$ cat src/rtl/i2c_match_pkg.sv
package i2c_match_pkg;

    localparam int ADDR_W = 7;
    localparam int BYTE_W = 8;

    typedef enum logic [2:0] {
        ST_IDLE,
        ST_MATCH,
        ST_KEY1,
        ST_KEY2,
        ST_ARMED,
        ST_DEAD
    } mstate_e;

    typedef struct packed {
        mstate_e st;
        logic    rd;
        logic    ack;
        logic    vld;
        logic    rst;
    } mreg_t;

endpackage

$ cat src/rtl/i2c_slot_cmp.sv
module i2c_slot_cmp #(
    parameter int NSLOT = 5,
    parameter int AW = 7,
    parameter logic [AW-1:0] RESV = 7'h6B
) (
    input  logic [NSLOT-1:0][AW-1:0] slot_addr_i,
    input  logic [NSLOT-1:0]         slot_en_i,
    input  logic [AW-1:0]            probe_i,
    output logic                     hit_o
);
    logic [NSLOT-1:0] hits;

    for (genvar s = 0; s < NSLOT; s++) begin : g_slot
        assign hits[s] = slot_en_i[s] && (slot_addr_i[s] == probe_i);
    end

    // the reserved address is never an ordinary match
    assign hit_o = (|hits) && (probe_i != RESV);
endmodule

$ cat src/rtl/i2c_key_chk.sv
module i2c_key_chk #(
    parameter int BW = 8,
    parameter logic [BW-1:0] KEY_A = 8'hA5,
    parameter logic [BW-1:0] KEY_B = 8'h5A
) (
    input  logic [BW-1:0] byte_i,
    output logic          a_ok_o,
    output logic          b_ok_o
);
    assign a_ok_o = (byte_i == KEY_A);
    assign b_ok_o = (byte_i == KEY_B);
endmodule

$ cat src/rtl/i2c_addr_match.sv
module i2c_addr_match
    import i2c_match_pkg::*;
#(
    parameter int NSUB = 3,
    parameter logic [ADDR_W-1:0] RST_ADDR = 7'h6B,
    parameter logic [BYTE_W-1:0] KEY_A = 8'hA5,
    parameter logic [BYTE_W-1:0] KEY_B = 8'h5A
) (
    input  logic                     clk,
    input  logic                     rst_n,
    input  logic                     start_i,
    input  logic                     stop_i,
    input  logic                     byte_vld_i,
    input  logic [BYTE_W-1:0]        byte_i,
    input  logic                     first_i,
    input  logic [ADDR_W-1:0]        own_addr_i,
    input  logic [BYTE_W-1:0]        gcall_addr_i,
    input  logic                     gcall_en_i,
    input  logic [NSUB*BYTE_W-1:0]   sub_addr_i,
    input  logic [NSUB-1:0]          sub_en_i,
    output logic                     ack_vld_o,
    output logic                     ack_o,
    output logic                     addressed_o,
    output logic                     rd_o,
    output logic                     swrst_o
);
    localparam int NSLOT = 2 + NSUB;

    logic [NSLOT-1:0][ADDR_W-1:0] slot_addr;
    logic [NSLOT-1:0]             slot_en;
    logic                         addr_hit;
    logic                         key_a_ok;
    logic                         key_b_ok;
    mreg_t                        q, d;

    assign slot_addr[0] = own_addr_i;
    assign slot_en[0]   = 1'b1;
    assign slot_addr[1] = gcall_addr_i[BYTE_W-1:1];
    assign slot_en[1]   = gcall_en_i;

    for (genvar k = 0; k < NSUB; k++) begin : g_sub
        assign slot_addr[2+k] = sub_addr_i[k*BYTE_W+1 +: ADDR_W];
        assign slot_en[2+k]   = sub_en_i[k];
    end

    i2c_slot_cmp #(.NSLOT(NSLOT), .AW(ADDR_W), .RESV(RST_ADDR)) u_cmp (
        .slot_addr_i (slot_addr),
        .slot_en_i   (slot_en),
        .probe_i     (byte_i[BYTE_W-1:1]),
        .hit_o       (addr_hit)
    );

    i2c_key_chk #(.BW(BYTE_W), .KEY_A(KEY_A), .KEY_B(KEY_B)) u_key (
        .byte_i (byte_i),
        .a_ok_o (key_a_ok),
        .b_ok_o (key_b_ok)
    );

    always_comb begin
        d     = q;
        d.vld = 1'b0;
        d.ack = 1'b0;
        d.rst = 1'b0;
        if (start_i) begin
            d.st = ST_IDLE;
            d.rd = 1'b0;
        end else if (stop_i) begin
            d.rst = (q.st == ST_ARMED);
            d.st  = ST_IDLE;
            d.rd  = 1'b0;
        end else if (byte_vld_i) begin
            d.vld = 1'b1;
            if (first_i) begin
                if (byte_i == {RST_ADDR, 1'b0}) begin
                    d.st  = ST_KEY1;
                    d.ack = 1'b1;
                end else if (addr_hit) begin
                    d.st  = ST_MATCH;
                    d.rd  = byte_i[0];
                    d.ack = 1'b1;
                end else begin
                    d.st = ST_DEAD;
                end
            end else begin
                unique case (q.st)
                    ST_MATCH: d.ack = ~q.rd;
                    ST_KEY1: begin
                        d.st  = key_a_ok ? ST_KEY2 : ST_DEAD;
                        d.ack = key_a_ok;
                    end
                    ST_KEY2: begin
                        d.st  = key_b_ok ? ST_ARMED : ST_DEAD;
                        d.ack = key_b_ok;
                    end
                    default: d.st = ST_DEAD;
                endcase
            end
        end
    end

    always_ff @(posedge clk or negedge rst_n) begin
        if (!rst_n) begin
            q <= '{st: ST_IDLE, rd: 1'b0, ack: 1'b0, vld: 1'b0, rst: 1'b0};
        end else begin
            q <= d;
        end
    end

    assign ack_vld_o   = q.vld;
    assign ack_o       = q.ack;
    assign addressed_o = (q.st == ST_MATCH);
    assign rd_o        = q.rd;
    assign swrst_o     = q.rst;
endmodule

$ cat config.mk
export PLATFORM = sky130hd
export DESIGN_NAME = i2c_addr_match
export DESIGN_NICKNAME = d
export VERILOG_FILES = /design/src/rtl/i2c_match_pkg.sv /design/src/rtl/i2c_slot_cmp.sv /design/src/rtl/i2c_key_chk.sv /design/src/rtl/i2c_addr_match.sv
export SDC_FILE = /design/constraint.sdc
export NUM_CORES = 1
export LEC_CHECK = 0
export CORE_AREA = 3 3 53 55
export DETAILED_ROUTE_END_ITERATION = 8
export DIE_AREA = 0 0 56 58
export PLACE_DENSITY = 0.81
export SYNTH_ARGS = -nofsm -noshare
export SYNTH_HDL_FRONTEND = slang
export SYNTH_SLANG_ARGS = --single-unit
export TNS_END_PERCENT = 100
$ cat constraint.sdc
create_clock -name clk -period 3.03 [get_ports clk]
set_input_delay 0.606 -clock clk [delete_from_list [all_inputs] [get_ports clk]]
set_output_delay 0.606 -clock clk [all_outputs]
set_load 0.05 [all_outputs]
Yosys cells after proc, flatten, opt, wreduce, memory -nomap -nowiden
Index checks and enable logic that the tools add are counted.

Eq/ne operators: 15. Muxes and demuxes: 18. Bitwise gates (word level): 1. Reductions and logical operators: 11.

Operator list (count): == test 7 bit (5); == test 8 bit, second input constant (2); two-way mux 3 bit (5); case mux 3 bit (3 select lines) (1); nonzero test 3 bit (3); == test 8 x 7 -> 1 bit, second input constant (1); two-way mux 4 bit (2); != test 7 bit, second input constant (1); == test 3 x 2 -> 1 bit, second input constant (2); two-way mux 1 bit (6); two-way mux 6 bit (1); logical AND 1 bit (5); OR reduction 5 bit (1); two-way mux 2 bit (2); != test 4 bit, second input constant (1); AND reduction 4 bit (1); == test 3 x 1 -> 1 bit, second input constant (1); == test 3 bit, second input constant (1); != test 3 bit, second input constant (1); case mux 1 bit (3 select lines) (1); AND reduction 2 bit (1); inverter 1 bit (1).

Register bits after elaboration: 7. Word-level logic and storage cells: 50.

Longest topological paths before layout
Depth in word-level cells: 10. Mapped depth: 7. Gate-level depth less buffers: 6.

By module
A second synthesis with hierarchy kept.

Cell total of the unflattened synthesis: 111. Area total of the unflattened synthesis: 978.4 sq um.

By module, submodules not included: i2c_slot_cmp (instances 1, cells an instance 60, area an instance 488.0 sq um, seq. area each 0.0 sq um); i2c_addr_match (instances 1, cells an instance 45, area an instance 437.9 sq um, seq. area each 175.2 sq um); i2c_key_chk (instances 1, cells an instance 6, area an instance 52.6 sq um, seq. area each 0.0 sq um).

Worst setup path before layout
OpenSTA, ideal clock, no wires.

Path type: input to register. Start: input byte_i[1]. End: register q (netlist bit rd_o). Library setup time: 0.079 ns. Arrival time: 1.642 ns. Data required time: 2.951 ns. Setup slack: 1.309 ns. Stages: 6. Cells stage by stage: buf_4 xor2_1 nor4_2 nand4_1 a21oi_1 mux2i_1.

Longest elaborated chain between the ends: 6. Elaborated cells between the ends (all ways): 16. Those cells by class: eq/ne (8); reduce/logical (8).

Ends and longest elaborated chain: start, declared (line i2c_addr_match.sv:14) `input logic [BYTE_W-1:0] byte_i,`; == test 7 bit (line i2c_slot_cmp.sv:14) `assign hits[s] = slot_en_i[s] && (slot_addr_i[s] == probe_i);`; logical AND 1 bit (line i2c_slot_cmp.sv:14); OR reduction 5 bit (line i2c_slot_cmp.sv:18) `assign hit_o = (|hits) && (probe_i != RESV);`; logical AND 1 bit (line i2c_slot_cmp.sv:18); nonzero test 3 bit (no source line); AND reduction 4 bit (no source line) *; end signal, assigned (line i2c_addr_match.sv:103) `q <= '{st: ST_IDLE, rd: 1'b0, ack: 1'b0, vld: 1'b0, rst: 1'b0};`; end, declared (line i2c_addr_match.sv:34) `mreg_t q, d;`.

Every way passes the cells marked *; elsewhere a longest branch is shown, timed or not. A chain may end at the register's enable or synchronous reset.

Worst setup path in the final report
Start: register q[6] (netlist name). End: output addressed_o.

Longest elaborated chain between the ends: 1.

Ends and longest elaborated chain: == test 3 x 1 -> 1 bit (line i2c_addr_match.sv:111) `assign addressed_o = (q.st == ST_MATCH);`; end, declared (line i2c_addr_match.sv:23) `output logic addressed_o,`.

No other way between the ends.

==> summary.md <==
| Metric | Value |
|---|---|
| Outcome | `finished clean` |
| R2R cell count | `5` |
| Layout area overhead | `62.3%` |
| Final #Nets | `214` |
| Hold path endpoint | `swrst_o` |
| Unrepaired setup endpoints after global routing | `false` |
| CP Cell Sequence | `nor2_1 -> nand2_1 -> inv_1 -> clkdlybuf4s50_1` |
| Syn_area_per_cell | `8.80 µm²` |
| Worst-skew pair later-pin latency | `250 ps` |
| Die width | `56 µm` |
| Die area | `3250 µm²` |
| First-pass iteration count of the detailed router | `4` |
| # hold bufs at CTS | `0` |
| Drt wl/cell | `13.8 µm` |
| CTS buffer count | `3` |
| Crit path time final | `2400 ps` |
| Vias | `932` |
| Post-route DRC | `0` |
| Hold Fails Final Rpt | `0` |
| Antenna violations before repair | `0` |
| Buf/Inv on CP | `2` |
| Tcrit/Tclk final | `79.4%` |
| Largest net degree at the start of global routing | `8` |
| Flops & latches, synth | `7` |
| All-Layer GR Usage | `17.2%` |
| Worst path max stage delay | `800 ps` |
| DRT iter0 DRCs | `10` |
| Synthesized Nets | `159` |
| Worst setup SP type | `register` |
| Worst vdd ir | `0.188 mV` |
| Clock Skews | `0.964 ps` |
| R2R Path End | `q[4]` |
| TritonCTS clock tree | `done` |
| Post-CTS setup buffers | `0` |
| Sequential-to-total area share from yosys stat | `19.5%` |
| Worst-path maximum fanout | `5` |
| Worst EP arrival | `1800 ps` |
| Setup Crit Path Kind | `reg2out` |
| Setup TNS Final | `0 ps` |
| Slew @ Worst Pin | `502 ps` |
| Syn Inst Count | `102` |
| Clock root buffer master | `clkbuf_4` |
| # rows | `18` |
| Final setup fails | `0` |
| DP HPWL | `2220 µm` |
| Layout cells sized above 1 | `5.13%` |
| Pwr/cell area | `234 nW/µm²` |
| Global-route wire length before repair | `4420 µm` |
| Pins Over Slew Limit | `0` |
| Warnings, synthesis | `0` |
| Reg clk slew, reported paths | `50 ps` |
| Hold Crit Class | `reg2reg` |
| Post-CTS sizing | `0` |
| CP Capture Type | `output pin` |
| Reg-to-Reg Start | `q[6]` |
| Final core occ | `59.9%` |
| Synth cell types | `29` |
| Post-Syn Area | `897 µm²` |
| Most common cell after layout, fill and taps aside | `clkdlybuf4s50_1` |
| Hold Path Depth | `1` |
| Power Total | `0.340 mW` |
| Routed Antenna Nets | `0` |
| Most frequent cells in the layout | `57 x clkdlybuf4s50_1, 31 x xnor2_1, 9 x nand2_1, 9 x nand4_1, 7 x dfrtp_1` |
| Cell family with most CP delay | `buffers and inverters` |
| Routed vias/inst | `5.01` |
| Slew margin rel. | `66.4%` |
| Core ar. | `2430 µm²` |
| Die Y-Extent | `58 µm` |
| GPL Wtd Cong | `0.754` |
| Clock buffer depth | `2` |
| R2R setup slack | `1470 ps` |
| Fill cell count | `226` |
| I/O Buffers | `57` |
| Hold_sp | `q[5]` |
| Clock sink total | `7` |
| Peak Freq | `0.416 GHz` |
| CP Data Required Time | `2420 ps` |
| Routed WL | `2560 µm` |
| Io pins | `62` |
| Max Cap Violations | `0` |
| Diodes inserted | `0` |
| Initial core utilization | `36.9%` |
| Vias in the first global route | `997` |
| GRT overflow | `0` |
| H-tree depth | `1` |
| Critical path's slowest cell | `clkdlybuf4s50_1` |
| Pleak | `0.514 nW` |
[layer usage]
layer	vias to the layer above	part of all wire [%]	global-route usage, %
li1	465	-	-
met1	416	40	19.7
met2	49	52	32.9
met3	2	7.6	2.45
met4	0	0.59	5.42
met5	-	0	0
[sequential cells by signal, indices dropped and copies added (netlist names)]
| register | count |
|---|---|
| q | 3 |
| ack_o | 1 |
| ack_vld_o | 1 |
| rd_o | 1 |
| swrst_o | 1 |
[worst register-to-register path, delay by kind of cell, from the launching register on]
kind,cells,cell delay (ps)
simple gates,3,690
flops,1,420
compound gates,2,340
[synth_stat cells, drive strengths merged]
| master | n | area share (%) |
|---|---|---|
| a21boi | 1 | 0.84 |
| a21oi | 2 | 1.1 |
| a31o | 1 | 0.98 |
| a32o | 1 | 1.1 |
| and2 | 1 | 0.70 |
| and3b | 1 | 1.1 |
| and4b | 1 | 1.1 |
| buf | 7 | 8.4 |
| dfrtp | 7 | 20 |
| inv | 1 | 0.42 |
| mux2i | 1 | 1.1 |
| nand2 | 9 | 3.8 |
| nand3 | 5 | 2.8 |
| nand4 | 9 | 6.3 |
| nor2 | 6 | 2.5 |
| nor3b | 1 | 1.4 |
| nor4 | 3 | 4.5 |
| nor4b | 2 | 2.0 |
| nor4bb | 1 | 1.1 |
| o21a | 1 | 0.84 |
| o21ai | 4 | 2.2 |
| o21bai | 1 | 0.84 |
| o221a | 1 | 1.3 |
| xnor2 | 31 | 30 |
| xor2 | 4 | 3.9 |
[cells by family after synthesis]
| group | after synthesis | share of synthesized area [%] |
|---|---|---|
| muxes | 1 | 1.12 |
| DFF | 7 | 19.5 |
| AOI/OAI and AO/OA | 12 | 9.21 |
| xor gates and xnor gates | 35 | 34.2 |
| and+or+nand+nor | 39 | 27.2 |
| buffers and inverters | 8 | 8.79 |
[how the worst max path moves through the flow]
stage                              to      start  slack, ps  cells past startpoint
after CTS                 addressed_o       q[6]        600                      4
after global placement           q[4]  byte_i[1]        620                      6
after global routing      addressed_o       q[6]        510                      4
after floorplan                  rd_o  byte_i[1]       1310                      6
after detailed placement         rd_o  byte_i[4]        570                      7
final                     addressed_o       q[6]        630                      4
[power by group]
group	switching, mW	leakage (nW)	internal (mW)
Combinational	0.0613	0.403	0.0987
Sequential	0.00230	0.0961	0.0962
Clock	0.0319	0.0150	0.0501
[through the flow]
stage	cell area, µm²	setup WS (ps)	std cells	hold WS (ps)
after CTS	1460	602	186	513
final	1460	626	186	516
after global routing	1460	513	186	562
after global placement	1430	616	182	487
after floorplan	897	1310	102	310
after detailed placement	1430	568	182	493
[cell type report]
class                           count  area [µm²]  share of cell area [%]
Tap cell                           30        37.5                    2.58
Clock buffer                        4        26.3                    1.80
Sequential cell                     7         175                    12.0
Timing Repair Buffer               57         571                    39.2
Inverter                            1        3.75                   0.258
Multi-Input combinational cell     87         643                    44.2
Note: power is estimated with default switching activity, not from simulation.
